===== src/rtl/load_rate_limiter.sv =====
module load_rate_limiter #(
  parameter int DW       = 8,
  parameter int WIN      = 256,
  parameter int THRESH   = 20,
  parameter int DIV_FAST = 12,
  parameter int DIV_SLOW = 48
) (
  input  logic          clk,
  input  logic          rst,
  input  logic          tick,
  input  logic          rate_sel,
  input  logic          phase_in,
  input  logic [DW-1:0] demand,
  output logic [DW-1:0] duty_out,
  output logic          limit_on
);
  localparam int WW = $clog2(WIN);
  localparam int EW = $clog2(THRESH + 2);
  localparam int VW = $clog2(DIV_SLOW);
  localparam logic [WW-1:0] WIN_LAST = WW'(WIN - 1);
  localparam logic [EW-1:0] EDGE_SAT = EW'(THRESH + 1);
  localparam logic [EW:0]   THR      = (EW+1)'(THRESH);

  logic          phase_q;
  logic [WW-1:0] win_cnt;
  logic [EW-1:0] edge_cnt;
  logic [VW-1:0] div_cnt;
  logic [DW-1:0] trail;

  wire           edge_det   = phase_in & ~phase_q;
  wire           win_end    = tick && (win_cnt == WIN_LAST);
  wire [EW:0]    edge_total = {1'b0, edge_cnt} + (EW+1)'(edge_det);
  wire [VW-1:0]  div_last   = rate_sel ? VW'(DIV_SLOW - 1) : VW'(DIV_FAST - 1);
  wire           step       = tick && (div_cnt >= div_last);

  assign duty_out = (limit_on && trail < demand) ? trail : demand;

  always_ff @(posedge clk) begin
    if (rst) begin
      phase_q  <= 1'b0;
      win_cnt  <= '0;
      edge_cnt <= '0;
      limit_on <= 1'b1;
    end else begin
      phase_q <= phase_in;
      if (win_end) begin
        win_cnt  <= '0;
        edge_cnt <= '0;
        if (edge_total > THR)      limit_on <= 1'b0;
        else if (edge_total < THR) limit_on <= 1'b1;
      end else begin
        if (tick) win_cnt <= win_cnt + 1'b1;
        if (edge_det && edge_cnt != EDGE_SAT) edge_cnt <= edge_cnt + 1'b1;
      end
    end
  end

  always_ff @(posedge clk) begin
    if (rst) begin
      div_cnt <= '0;
      trail   <= '0;
    end else begin
      if (tick) div_cnt <= step ? '0 : div_cnt + 1'b1;
      if (!limit_on)                  trail <= demand;
      else if (step && demand > trail) trail <= trail + 1'b1;
      else if (step && demand < trail) trail <= trail - 1'b1;
    end
  end

  a_r4_not_above: assert property (@(posedge clk) disable iff (rst)
    duty_out <= demand);

  a_r5_one_lsb: assert property (@(posedge clk) disable iff (rst)
    limit_on |=> (trail == $past(trail)) || (trail == $past(trail) + 1'b1)
                 || (trail == $past(trail) - 1'b1));

  a_r8_hold_without_tick: assert property (@(posedge clk) disable iff (rst)
    (limit_on && !tick) |=> $stable(trail));

  a_r6_flag_at_window_end: assert property (@(posedge clk) disable iff (rst)
    !win_end |=> $stable(limit_on));

  a_r3_fast_rate_gap: assert property (@(posedge clk) disable iff (rst)
    (limit_on && tick && !rate_sel && div_cnt < VW'(DIV_FAST - 1)) |=> $stable(trail));
endmodule


===== config.mk =====
export PLATFORM = sky130hd
export DESIGN_NAME = load_rate_limiter
export DESIGN_NICKNAME = d
export VERILOG_FILES = /design/src/rtl/load_rate_limiter.sv
export SDC_FILE = /design/constraint.sdc
export NUM_CORES = 1
export LEC_CHECK = 0
export BUFFER_PORTS_ARGS = -buffer_cell sky130_fd_sc_hd__buf_2
export CORE_UTILIZATION = 40
export CTS_CLUSTER_SIZE = 20
export DETAILED_ROUTE_END_ITERATION = 10
export PLACE_DENSITY = 0.64
export SETUP_SLACK_MARGIN = 0.5
export SLEW_MARGIN = 40
export SYNTH_ARGS = -nofsm -noshare
export SYNTH_HDL_FRONTEND = slang
export SYNTH_SLANG_ARGS = --single-unit

===== constraint.sdc =====
create_clock -name clk -period 3.5 [get_ports clk]
set_input_delay 0.35 -clock clk [delete_from_list [all_inputs] [get_ports clk]]
set_output_delay 0.35 -clock clk [all_outputs]
set_load 0.02 [all_outputs]

After elaboration in Yosys (flattened, before gate mapping)
Cells that the tools add are included.

$add $sub $neg: 6. Magnitude comparators: 6. Equality and inequality tests: 3. Multiplexer cells: 8. Bitwise gates (word level): 2. Reductions and logical operators: 9.

Operators with widths (number): 2-to-1 mux 8 bit (4); adder 8 x 1 -> 8 bit, second input constant (2); < comparator 8 bit (2); 2-to-1 mux 6 bit (2); == test 8 bit, second input constant (1); greater-than comparator 8 bit (1); subtractor 8 x 1 -> 8 bit, second input constant (1); adder 5 x 1 -> 6 bit (1); adder 6 x 1 -> 6 bit, second input constant (1); greater-or-equal comparator 6 bit (1); greater-than comparator 6 x 5 -> 1 bit, second input constant (1); logical AND 1 bit (6); < comparator 6 x 5 -> 1 bit, second input constant (1); adder 5 x 1 -> 5 bit, second input constant (1); != test 5 bit, second input constant (1); != test 3 x 1 -> 1 bit, second input constant (1); 2-to-1 mux 1 bit (2); AND reduction 2 bit (1); nonzero test 2 bit (1); OR reduction 2 bit (1); AND 1 bit (1); inverter 1 bit (1).

Register bits after elaboration: 29. Input port bits: 13. Word-level logic and storage cells: 40.

Depth between registers and ports, before layout
Gate-level depths: netlist of the first run.

Word-level depth: 7. Mapped depth: 14. Mapped depth without buffers: 14.

Worst setup path after synthesis of the first run
OpenSTA, ideal clock, no wires.

Kind: register to register. Start: reg trail[5]. End: reg trail[7]. Setup time: 0.127 ns. Arrival time: 3.016 ns. Data required time: 3.373 ns. Path slack: 0.357 ns. Stages on the path, launching flop included: 15. Path buffers: 0. Clock period less this slack: 3.143 ns. Cell sequence: dfxtp_1 inv_1 ha_1 a21oi_1 o21a_1 or2_2 nand2_1 nand3b_1 ha_1 a21oi_1 o211ai_1 o41ai_1 and3_1 nor3_1 or3b_1.

Cells in the longest elaborated chain, start to end: 4. Elaborated cells on any way between the ends: 10. Those cells by class: add/sub: 2; order compare: 2; eq/ne: 1; mux: 3; reduce/logical: 2.

Ends and longest elaborated chain: from (decl) (line 28) `logic [DW-1:0] trail;`; from (signal assigned) (line 64) `if (!limit_on) trail <= demand;`; from (signal assigned) (line 65) `else if (step && demand > trail) trail <= trail + 1'b1;`; from (signal assigned) (line 66) `else if (step && demand < trail) trail <= trail - 1'b1;`; subtractor 8 x 1 -> 8 bit / greater-than comparator 8 bit (equally long branches) (line 66, 65); 2-to-1 mux 8 bit / logical AND 1 bit (equally long branches) (line 66, 65); 2-to-1 mux 8 bit (line 65); 2-to-1 mux 8 bit (line 64).

Parallel ways exist; a longest one is shown, timed or not. The select of a mux whose other input is x is not followed. A chain may end at the register's enable or synchronous reset.

Final worst setup path of the first run
Start: reg trail[1]. End: reg trail[7].

The elaborated chain is that of the path after synthesis.

==> summary.md, run 1 <==
| Metric | Value |
|---|---|
| Max Clock Skew | `0.00508 ns` |
| Final setup violation count | `0` |
| Clock transition at the registers of the reported paths | `0.07 ns` |
| WL/cell | `14.0 um` |
| CP max stage cell | `dfxtp_4` |
| Initial antenna violation count | `0` |
| Worst R2R Path Depth | `16` |
| Max FO, Critical Path | `5` |
| Cts bufs inserted | `5` |
| Clk sinks | `29` |
| Die area | `5340 um2` |
| Status | `complete, no violations` |
| Sequential fraction of the synthesis area | `28.7%` |
| I/O Buffers | `21` |
| Pleak | `1.08 nW` |
| Global-route wire length before repair | `7980 um` |
| Worst hold path type | `in -> reg` |
| Power Dens Cells | `275 nW/um2` |
| Slew @ Worst Pin | `0.710 ns` |
| Period Utilization, post-route | `89.8%` |
| Vias per inst | `5.30` |
| GRT Overall Usage | `19.7%` |
| Most used DFF post-synth | `dfxtp_1` |
| Gpl congestion | `0.846` |
| Post-DP HPWL | `3070 um` |
| Number of antenna diodes | `0` |
| Initial DRC Count | `82` |
| Fin area | `2620 um2` |
| Final ANT Viol Nets | `0` |
| Setup Crit Path Kind | `reg -> reg` |
| Worst endpoint data arrival time | `3.31 ns` |
| Fin crit period | `3.14 ns` |
| Largest net degree at the start of global routing | `22` |
| EDFF count, synth | `0` |
| Die X | `73.1 um` |
| Seq cells post-synth | `29` |
| Netlist cell types | `43` |
| Post-Synthesis Net Count | `272` |
| Hold endpoint | `phase_q` |
| Placed Instance Area | `2240 um2` |
| Critical path required time | `3.67 ns` |
| Post-synth ARST share | `0%` |
| Clock buffer depth | `2` |
| Crit path launch type | `flop` |
| Max-slew violations | `0` |
| Die Ht | `73.1 um` |
| Slew HR | `52.6%` |
| Post-CTS Hold Buffers | `0` |
| Share of cells above drive strength 1 | `35.6%` |
| Vias in the first global route | `1,785` |
| CTS tree | `yes` |
| Initial DRT Pass Iterations | `5` |
| Worst r2r src | `trail[1]` |
| Final hold vios | `0` |
| Synth Cell Area | `2020 um2` |
| Worst-path cell chain | `inv_2 -> ha_4 -> nand4_1 -> buf_4 -> nand2b_4 -> a21o_4 -> nand2_4 -> nand3b_1 -> buf_4 -> ha_4 -> nand3_2 -> o211ai_1 -> o41ai_2 -> and3_1 -> o211ai_1 -> or3b_1` |
| Remaining DRCs | `0` |
| Starting Density | `42.2%` |
| Worst Setup End Kind | `flop` |
| Ys Warns | `0` |
| WL final | `4840 um` |
| H-Tree Depth | `2` |
| Post-synthesis cell count | `235` |
| Clock Latency Late Sink | `0.28 ns` |
| Syn avg cell area | `8.60 um2` |
| Total of max-cap violations | `0` |
| Core ar. | `4790 um2` |
| IO Count | `22` |
| R2r setup slk | `0.36 ns` |
| Hold Path Stages | `2` |
| Nets@finish | `314` |
| Startpoint of the worst hold path | `phase_in` |
| Vias | `1,828` |
| Fmax | `318 MHz` |
| # rows | `25` |
| Setup TNS | `0 ns` |
| Fillers | `438` |
| CTS root buf | `clkbuf_8` |
| FF-to-FF End | `trail[7]` |
| Area Growth Syn to Fin | `29.7%` |
| CP max stage delay | `0.35 ns` |
| VDD IR-drop max | `118 uV` |
| RSZ-0062 raised after global routing | `yes` |
| GR Overflow Total | `0` |
==> cell type report <==
class,instances,area (um2),area share [%]
timing repair buffer,41,263,10.0
inverter,14,52.6,2.00
multi-input combinational,186,1550,58.9
sequential,29,596,22.7
tap,67,83.8,3.20
clock buffer,6,72.6,2.77
clock inverter,2,10.0,0.382
==> stage by stage <==
step | hold WS, ns | util (%) | std cells | power [mW] | setup slack (ns)
after floorplan | 0.422 | - | 235 | 0.413 | 0.399
after global placement | 0.464 | 46.8 | 320 | 0.442 | 0.153
after detailed placement | 0.469 | 46.8 | 320 | 0.444 | 0.112
after CTS | 0.286 | 52.8 | 341 | 0.726 | 0.397
after global routing | 0.319 | 54.8 | 345 | 0.763 | 0.190
final | 0.289 | 54.8 | 345 | 0.721 | 0.358
==> logic make-up (layout without fill, tap and decap cells) <==
family	Yosys count	count (layout)	synth area share [%]
AOI/OAI and AO/OA	41	41	14.5
adders and majority gates	24	24	15.2
muxes	15	15	7.92
xor gates and xnor gates	19	19	8.23
buffers and inverters	20	63	3.71
and+or+nand+nor	87	87	21.7
DFF	29	29	28.7
==> report_power, final <==
part	total, mW	switching, mW	internal [mW]
registers	0.344	0.00831	0.336
clock network	0.274	0.137	0.138
logic	0.102	0.0567	0.0456
total	0.721	0.202	0.519
==> cells in the final DEF, fill, tap and decap left out, types with 2 or more instances in the layout <==
cell type  netlist  layout
a21oi_2          0       2
nand3b_1         4       4
inv_2            0       7
a21o_1           2       2
buf_6            0       2
dfxtp_4          0       2
or3_1            2       2
nand3_2          1       3
mux2i_1          7       7
xor2_1          10      10
buf_4            0      18
dfxtp_1         29      21
a21oi_1         14      12
clkinv_2         0       2
nor2b_1          3       3
a211oi_1         5       5
and3_1           3       3
nor2_1          30      29
ha_1            23      13
clkbuf_8         0       5
buf_2            0      21
nand4_1          8       8
mux2_2           8       8
nor3_1           4       4
inv_1           14       7
o211ai_1         4       4
dfxtp_2          0       6
nand2_1         15      14
nand3_1         10       8
xnor2_1          9       9
ha_4             0      10
o21ai_0          5       5
==> sequential cells by signal (all words and copies together) (netlist names) <==
name      count
win_cnt       8
phase_q       1
trail         8
edge_cnt      5
limit_on      1
div_cnt       6
==> cell usage after synthesis, drive strengths merged, types with 2 or more instances <==
library cell | number | share of area, %
a211oi | 7 | 3.5
mux2i | 7 | 3.5
mux2 | 8 | 4.5
a21o | 3 | 1.2
nor2 | 30 | 5.6
nor2b | 4 | 1.6
xnor2 | 9 | 3.9
a21oi | 15 | 4.3
o21ai | 6 | 1.5
nand2 | 15 | 2.8
o211ai | 5 | 2.1
nand4 | 8 | 2.5
inv | 14 | 2.6
nand3 | 11 | 3.0
nand3b | 4 | 1.5
clkbuf | 5 | 0.93
or3 | 2 | 0.62
nor3 | 4 | 0.99
ha | 23 | 14
dfxtp | 29 | 29
xor2 | 10 | 4.3
and3 | 3 | 0.93
==> metal layers <==
metal  up-vias  GRT usage (%)  share of wire (%)  wire [um]
li1        914              -                  -          -
met1       867           23.3                 45       2190
met4         0           7.84                2.2        108
met3         8           4.97                3.8        184
met2        39           34.1                 49       2360
met5         -              0                  0          0
==> worst max-delay path: cells and delay by family (launching register included) <==
family | cells | cell delay, ns
AOI/OAI and AO/OA | 4 | 0.71
adders and majority gates | 2 | 0.50
buffers and inverters | 3 | 0.41
DFF | 1 | 0.35
and+or+nand+nor | 7 | 1.04
==> worst max path at each step <==
stage,startpoint,end,depth (start not counted)
6_report,trail[1],trail[7],16
5_1_grt,trail[6],trail[7],15
4_1_cts,trail[7],trail[7],15
3_5_place_dp,demand[3],trail[7],14
3_3_place_gp,demand[3],trail[7],14
2_1_floorplan,trail[5],trail[7],14
==> repair_timing <==
action / in CTS / in global routing
buffers inserted: 13 / 4
endpoints found under the hold margin: 0 / 0
pin swaps: 11 / 15
resized for setup: 23 / 13
setup endpoints to repair: 4 / 5
No activity file was read; power rests on OpenSTA's default activity.
==> run 2, diff against run 1 <==
==> constraint.sdc (replaced) <==
create_clock -name clk -period 4.06 [get_ports clk]
set_input_delay 0.406 -clock clk [delete_from_list [all_inputs] [get_ports clk]]
set_output_delay 0.406 -clock clk [all_outputs]
set_load 0.02 [all_outputs]
==> run 2 against run 1 <==
Effect of this change:
- setup slack better by 0.37 ns
- critical path depth decreased by 2
- design area down 11%
- register-to-register slack gained 0.37 ns
- count of clock-buffer cells in the layout is 1 higher
- combinational power is 24% lower
- critical path type unchanged
- largest power group is now clock
==> summary.md, run 2 (synthesized netlist as in run 1, its figures left out) <==
| Metric | Value |
|---|---|
| Status | `complete, no violations` |
| CP Depth | `14` |
| IO Count | `22` |
| VDD IR-drop max | `112 uV` |
| Vias per inst | `5.12` |
| RSZ-0062 raised after global routing | `no` |
| Total of max-cap violations | `0` |
| Number of antenna diodes | `0` |
| Most common cell after layout, fill and taps aside | `nor2_1` |
| GRT Overall Usage | `17.7%` |
| Worst-path cell chain | `inv_1 -> ha_1 -> a21oi_1 -> o21a_1 -> or2_2 -> nand2_1 -> nand3b_1 -> ha_1 -> a21oi_1 -> o211ai_1 -> o41ai_2 -> a21oi_1 -> o211ai_1 -> or3b_1` |
| Most frequent cells in the layout | `30 x nor2_1, 28 x dfxtp_1, 23 x ha_1` |
| Worst r2r src | `trail[5]` |
| Sequential Area | `582 um2` |
| Most frequent CP cell | `a21oi_1` |
| Remaining DRCs | `0` |
| # rows | `25` |
| Worst Setup End Kind | `flop` |
| I/O Buffers | `21` |
| Die X | `73.1 um` |
| Largest net degree at the start of global routing | `22` |
| Global-route wire length before repair | `7270 um` |
| WL final | `4080 um` |
| Non-Filler Instances | `328` |
| Critical path required time | `4.22 ns` |
| CP max stage delay | `0.41 ns` |
| Initial antenna violation count | `0` |
| Area of the multi-input gates | `1380 um2` |
| H-Tree Depth | `2` |
| Hold Path Stages | `2` |
| Starting Density | `42.2%` |
| WL/cell | `12.4 um` |
| Final ANT Viol Nets | `0` |
| Worst hold path type | `in -> reg` |
| Final hold vios | `0` |
| Setup Crit Path Kind | `reg -> reg` |
| Vias in the first global route | `1,606` |
| CP startpoint | `trail[5]` |
| Final WS setup | `0.733 ns` |
| Crit path launch type | `flop` |
| Worst endpoint data arrival time | `3.49 ns` |
| Fillers | `484` |
| Share of cells above drive strength 1 | `19.5%` |
| Gpl congestion | `0.851` |
| Period Utilization, post-route | `81.9%` |
| Initial DRC Count | `79` |
| Post-DP HPWL | `3050 um` |
| Cell family with most CP delay | `compound AO/OA/AOI/OAI gates` |
| Slew @ Worst Pin | `0.752 ns` |
| Clk sinks | `29` |
| Clock transition at the registers of the reported paths | `0.06 ns` |
| Pleak | `0.968 nW` |
| CTS root buf | `clkbuf_8` |
| Initial DRT Pass Iterations | `4` |
| Fmax | `301 MHz` |
| Largest registers | `trail (8), win_cnt (8), div_cnt (6)` |
| Startpoint of the worst hold path | `phase_in` |
| Cts bufs inserted | `5` |
| Power Dens Cells | `292 nW/um2` |
| Die Ht | `73.1 um` |
| Slew HR | `49.8%` |
| DP Cell Count | `318` |
| Vias | `1,679` |
| Max-slew violations | `0` |
| Core ar. | `4790 um2` |
| Final setup violation count | `0` |
| Fin crit period | `3.33 ns` |
| Max Clock Skew | `0.00316 ns` |
| Area Growth Syn to Fin | `15.7%` |
| CTS tree | `yes` |
| Pre-CTS setup slack | `0.449 ns` |
| Max FO, Critical Path | `6` |
| CP max stage cell | `dfxtp_1` |
| Clock buffer depth | `2` |
| Setup TNS | `0 ns` |
| Worst Path Buf+Inv | `1` |
| Clock Latency Late Sink | `0.28 ns` |
| Die area | `5340 um2` |
| Worst R2R Path Depth | `14` |
| Nets@finish | `297` |
| GR Overflow Total | `0` |
[run 2: area by class of cell]
type	instances	share of cell area (%)
clock inverters	1	1.28
clock buffers	7	3.69
repair buffers	24	5.45
flip-flops and latches	29	24.9
inverters	14	2.25
well taps	67	3.58
multi-input cells	186	58.9
[run 2: final timing paths]
| kind | slack, ns | end |
|---|---|---|
| worst min-delay path | 0.36 | phase_q |
| worst min register to register | 0.48 | div_cnt[1] |
| worst max register to register | 0.73 | trail[7] |
| worst max-delay path | 0.73 | trail[7] |
[run 2: worst reg2reg max path, delay by kind of cell, from the launching register on]
kind                       cells  cell delay (ns)
AOI/OAI and AO/OA              7             1.17
DFF                            1             0.41
and+or+nand+nor                4             0.94
buffers and inverters          1             0.06
adders and majority gates      2             0.63
[run 2: metal layers]
metal / global-route usage [%] / part of all wire, % / vias to the layer above
met2: 29.3 / 47 / 23
met4: 6.10 / 1.8 / 0
li1: - / - / 882
met5: 0 / 0 / -
met3: 4.83 / 2.2 / 6
met1: 22.0 / 49 / 768
[run 2: where the power goes]
| part | total [mW] | switching [mW] | internal (mW) |
|---|---|---|---|
| Sequential | 0.298 | 0.00714 | 0.291 |
| Combinational | 0.0771 | 0.0444 | 0.0327 |
| Clock | 0.309 | 0.109 | 0.200 |
[run 2: per-stage QoR]
step                      hold WS [ns]  power (mW)  utilization (%)  instance area [um2]
after floorplan                  0.449       0.356                -                 2020
after detailed placement         0.469       0.381             45.9                 2200
final                            0.357       0.684             48.9                 2340
after global placement           0.468       0.380             45.9                 2200
after CTS                        0.354       0.693             48.3                 2310
after global routing             0.376       0.722             48.9                 2340
[run 2: repair_timing]
action,CTS,global route
setup buffers,0,2
hold buffers,0,0
resized for setup,0,3
endpoints found under the setup margin,0,2
==> run 3, diff against run 2 <==
==> constraint.sdc (replaced) <==
create_clock -name clk -period 3.3 [get_ports clk]
set_input_delay 0.33 -clock clk [delete_from_list [all_inputs] [get_ports clk]]
set_output_delay 0.33 -clock clk [all_outputs]
set_load 0.02 [all_outputs]
==> run 3 against run 2 <==
Effect of this change:
- sequential power grew 22%
- critical path type unchanged
- wire length rose by 15%
- highest routed layer unchanged
- clock skew fell by 0.00052 ns
- setup slack lost 0.64 ns
- count of clock-buffer cells in the layout is 2 lower
- critical path depth is 4 higher
- final cell count is 8.5% higher
- design area increased by 16%
==> summary.md, run 3 (synthesized netlist as in run 1, its figures left out) <==
| Metric | Value |
|---|---|
| Status | `complete, no violations` |
| RSZ-0062 raised after global routing | `yes` |
| Internal power | `0.552 mW` |
| I/O Buffers | `21` |
| Vias in the first global route | `1,777` |
| Clock buffer depth | `2` |
| Post-CTS Hold Buffers | `0` |
| Slew @ Worst Pin | `0.641 ns` |
| Max FO, Critical Path | `5` |
| Most frequent cells in the layout | `29 x nor2_1, 26 x buf_4, 23 x dfxtp_1` |
| Largest net degree at the start of global routing | `22` |
| Slew HR | `57.1%` |
| Largest registers | `trail (8), win_cnt (8), div_cnt (6)` |
| Top sig layer | `met4` |
| Die area | `5340 um2` |
| Net load switching power | `0.215 mW` |
| Reg power frac | `47.4%` |
| Cts bufs inserted | `5` |
| Post-DP HPWL | `3060 um` |
| Core ar. | `4790 um2` |
| Gpl congestion | `0.773` |
| Fillers | `432` |
| Routed length on met3 | `89 um` |
| Vias | `1,835` |
| Final WS setup | `0.0886 ns` |
| Final hold vios | `0` |
| Max Clock Skew | `0.00264 ns` |
| Worst hold path type | `in -> reg` |
| # rows | `25` |
| Starting Density | `42.2%` |
| Remaining DRCs | `0` |
| Wl on met1 | `2170 um` |
| Critical path required time | `3.49 ns` |
| Worst Setup End Kind | `flop` |
| Vias per inst | `5.15` |
| Crit path to | `trail[5]` |
| Nets@finish | `325` |
| CTS tree | `yes` |
| Share of cells above drive strength 1 | `37.4%` |
| Power Dens Cells | `282 nW/um2` |
| Period Utilization, post-route | `97.3%` |
| Die X | `73.1 um` |
| Worst R2R Path Depth | `18` |
| Pre-CTS setup slack | `-0.0915 ns` |
| Worst endpoint data arrival time | `3.40 ns` |
| Most common cell after layout, fill and taps aside | `nor2_1` |
| Initial antenna violation count | `0` |
| Total of max-cap violations | `0` |
| CTS root buf | `clkbuf_8` |
| FF-to-FF End | `trail[5]` |
| Final ANT Viol Nets | `0` |
| Area of the multi-input gates | `1540 um2` |
| Die Ht | `73.1 um` |
| Crit path launch type | `flop` |
| R2r setup slk | `0.09 ns` |
| GRT Overall Usage | `18.5%` |
| IO Count | `22` |
| DR WL met2 | `2340 um` |
| VDD IR-drop max | `143 uV` |
| Clk sinks | `29` |
| Clock Latency Late Sink | `0.28 ns` |
| Sequential Area | `598 um2` |
| Sw Ratio | `28.0%` |
| Clock power frac | `38.0%` |
| Pleak | `1.13 nW` |
| Setup Crit Path Kind | `reg -> reg` |
| Initial DRC Count | `109` |
| Fmax | `311 MHz` |
| Combinational share of power | `14.6%` |
| Fin crit period | `3.21 ns` |
| Final setup violation count | `0` |
| Number of antenna diodes | `0` |
| GR Overflow Total | `0` |
| WL final | `4710 um` |
| Initial DRT Pass Iterations | `4` |
| Area Growth Syn to Fin | `34.3%` |
| CP startpoint | `trail[5]` |
| Max-slew violations | `0` |
| Clock transition at the registers of the reported paths | `0.07 ns` |
| Global-route wire length before repair | `7600 um` |
| Fin area | `2720 um2` |
| H-Tree Depth | `2` |
| Worst r2r src | `trail[5]` |
| Placed Instance Area | `2310 um2` |
| WL/cell | `13.2 um` |
[run 3: power groups by stage]
stage | clock (mW) | combinational, mW | sequential, mW
2_1_floorplan | 0 | 0.0663 | 0.372
5_1_grt | 0.311 | 0.123 | 0.364
3_3_place_gp | 0 | 0.0962 | 0.374
6_report | 0.291 | 0.112 | 0.363
4_1_cts | 0.299 | 0.106 | 0.364
3_5_place_dp | 0 | 0.0976 | 0.374
[run 3: timing repair]
item | CTS | global route
setup endpoints to repair | 14 | 15
pin swaps | 19 | 24
gates resized for setup | 22 | 15
setup buffers | 12 | 7
[run 3: worst min-delay path by stage]
stage	from	endpoint	slack [ns]	cells past startpoint
2_1_floorplan	rst	phase_q	0.40	1
3_3_place_gp	div_cnt[1]	div_cnt[1]	0.46	2
3_5_place_dp	div_cnt[1]	div_cnt[1]	0.47	2
4_1_cts	phase_in	phase_q	0.27	2
5_1_grt	phase_in	phase_q	0.31	2
6_report	phase_in	phase_q	0.28	2
[run 3: area by class of cell]
class / instances / area share [%]
well taps: 67 / 3.09
clock buffers: 5 / 2.53
flip-flops and latches: 29 / 22.0
repair buffers: 52 / 13.1
inverters: 14 / 2.03
clock inverters: 3 / 0.645
multi-input cells: 186 / 56.5
[run 3: per-stage QoR]
step | utilization [%] | total power [mW] | instances | setup TNS [ns] | hold WS (ns)
6_report | 56.7 | 0.767 | 356 | 0 | 0.275
5_1_grt | 56.7 | 0.798 | 356 | -0.150 | 0.313
4_1_cts | 53.8 | 0.768 | 349 | 0 | 0.275
3_5_place_dp | 48.2 | 0.472 | 329 | -0.0915 | 0.468
3_3_place_gp | 48.2 | 0.470 | 329 | -0.0425 | 0.463
2_1_floorplan | - | 0.438 | 235 | 0 | 0.402
[run 3: layer usage]
layer,vias up,GRT usage (%)
met2,26,29.5
met3,11,3.18
met1,861,23.4
li1,937,-
met4,0,10.5
met5,-,0
[run 3: critical path, cell delays in order (launching register included)]
cell and delay (ns):
dfxtp_4 0.36, inv_4 0.03, ha_4 0.26, a21oi_2 0.04, o21a_1 0.20, or2_4 0.26
nand2_2 0.06, nand3b_1 0.21, buf_4 0.22, ha_4 0.26, nand3_2 0.07, o211ai_1 0.28
buf_4 0.17, buf_6 0.08, buf_6 0.09, nor2_4 0.03, xnor2_1 0.14, mux2i_1 0.09
a211oi_1 0.26
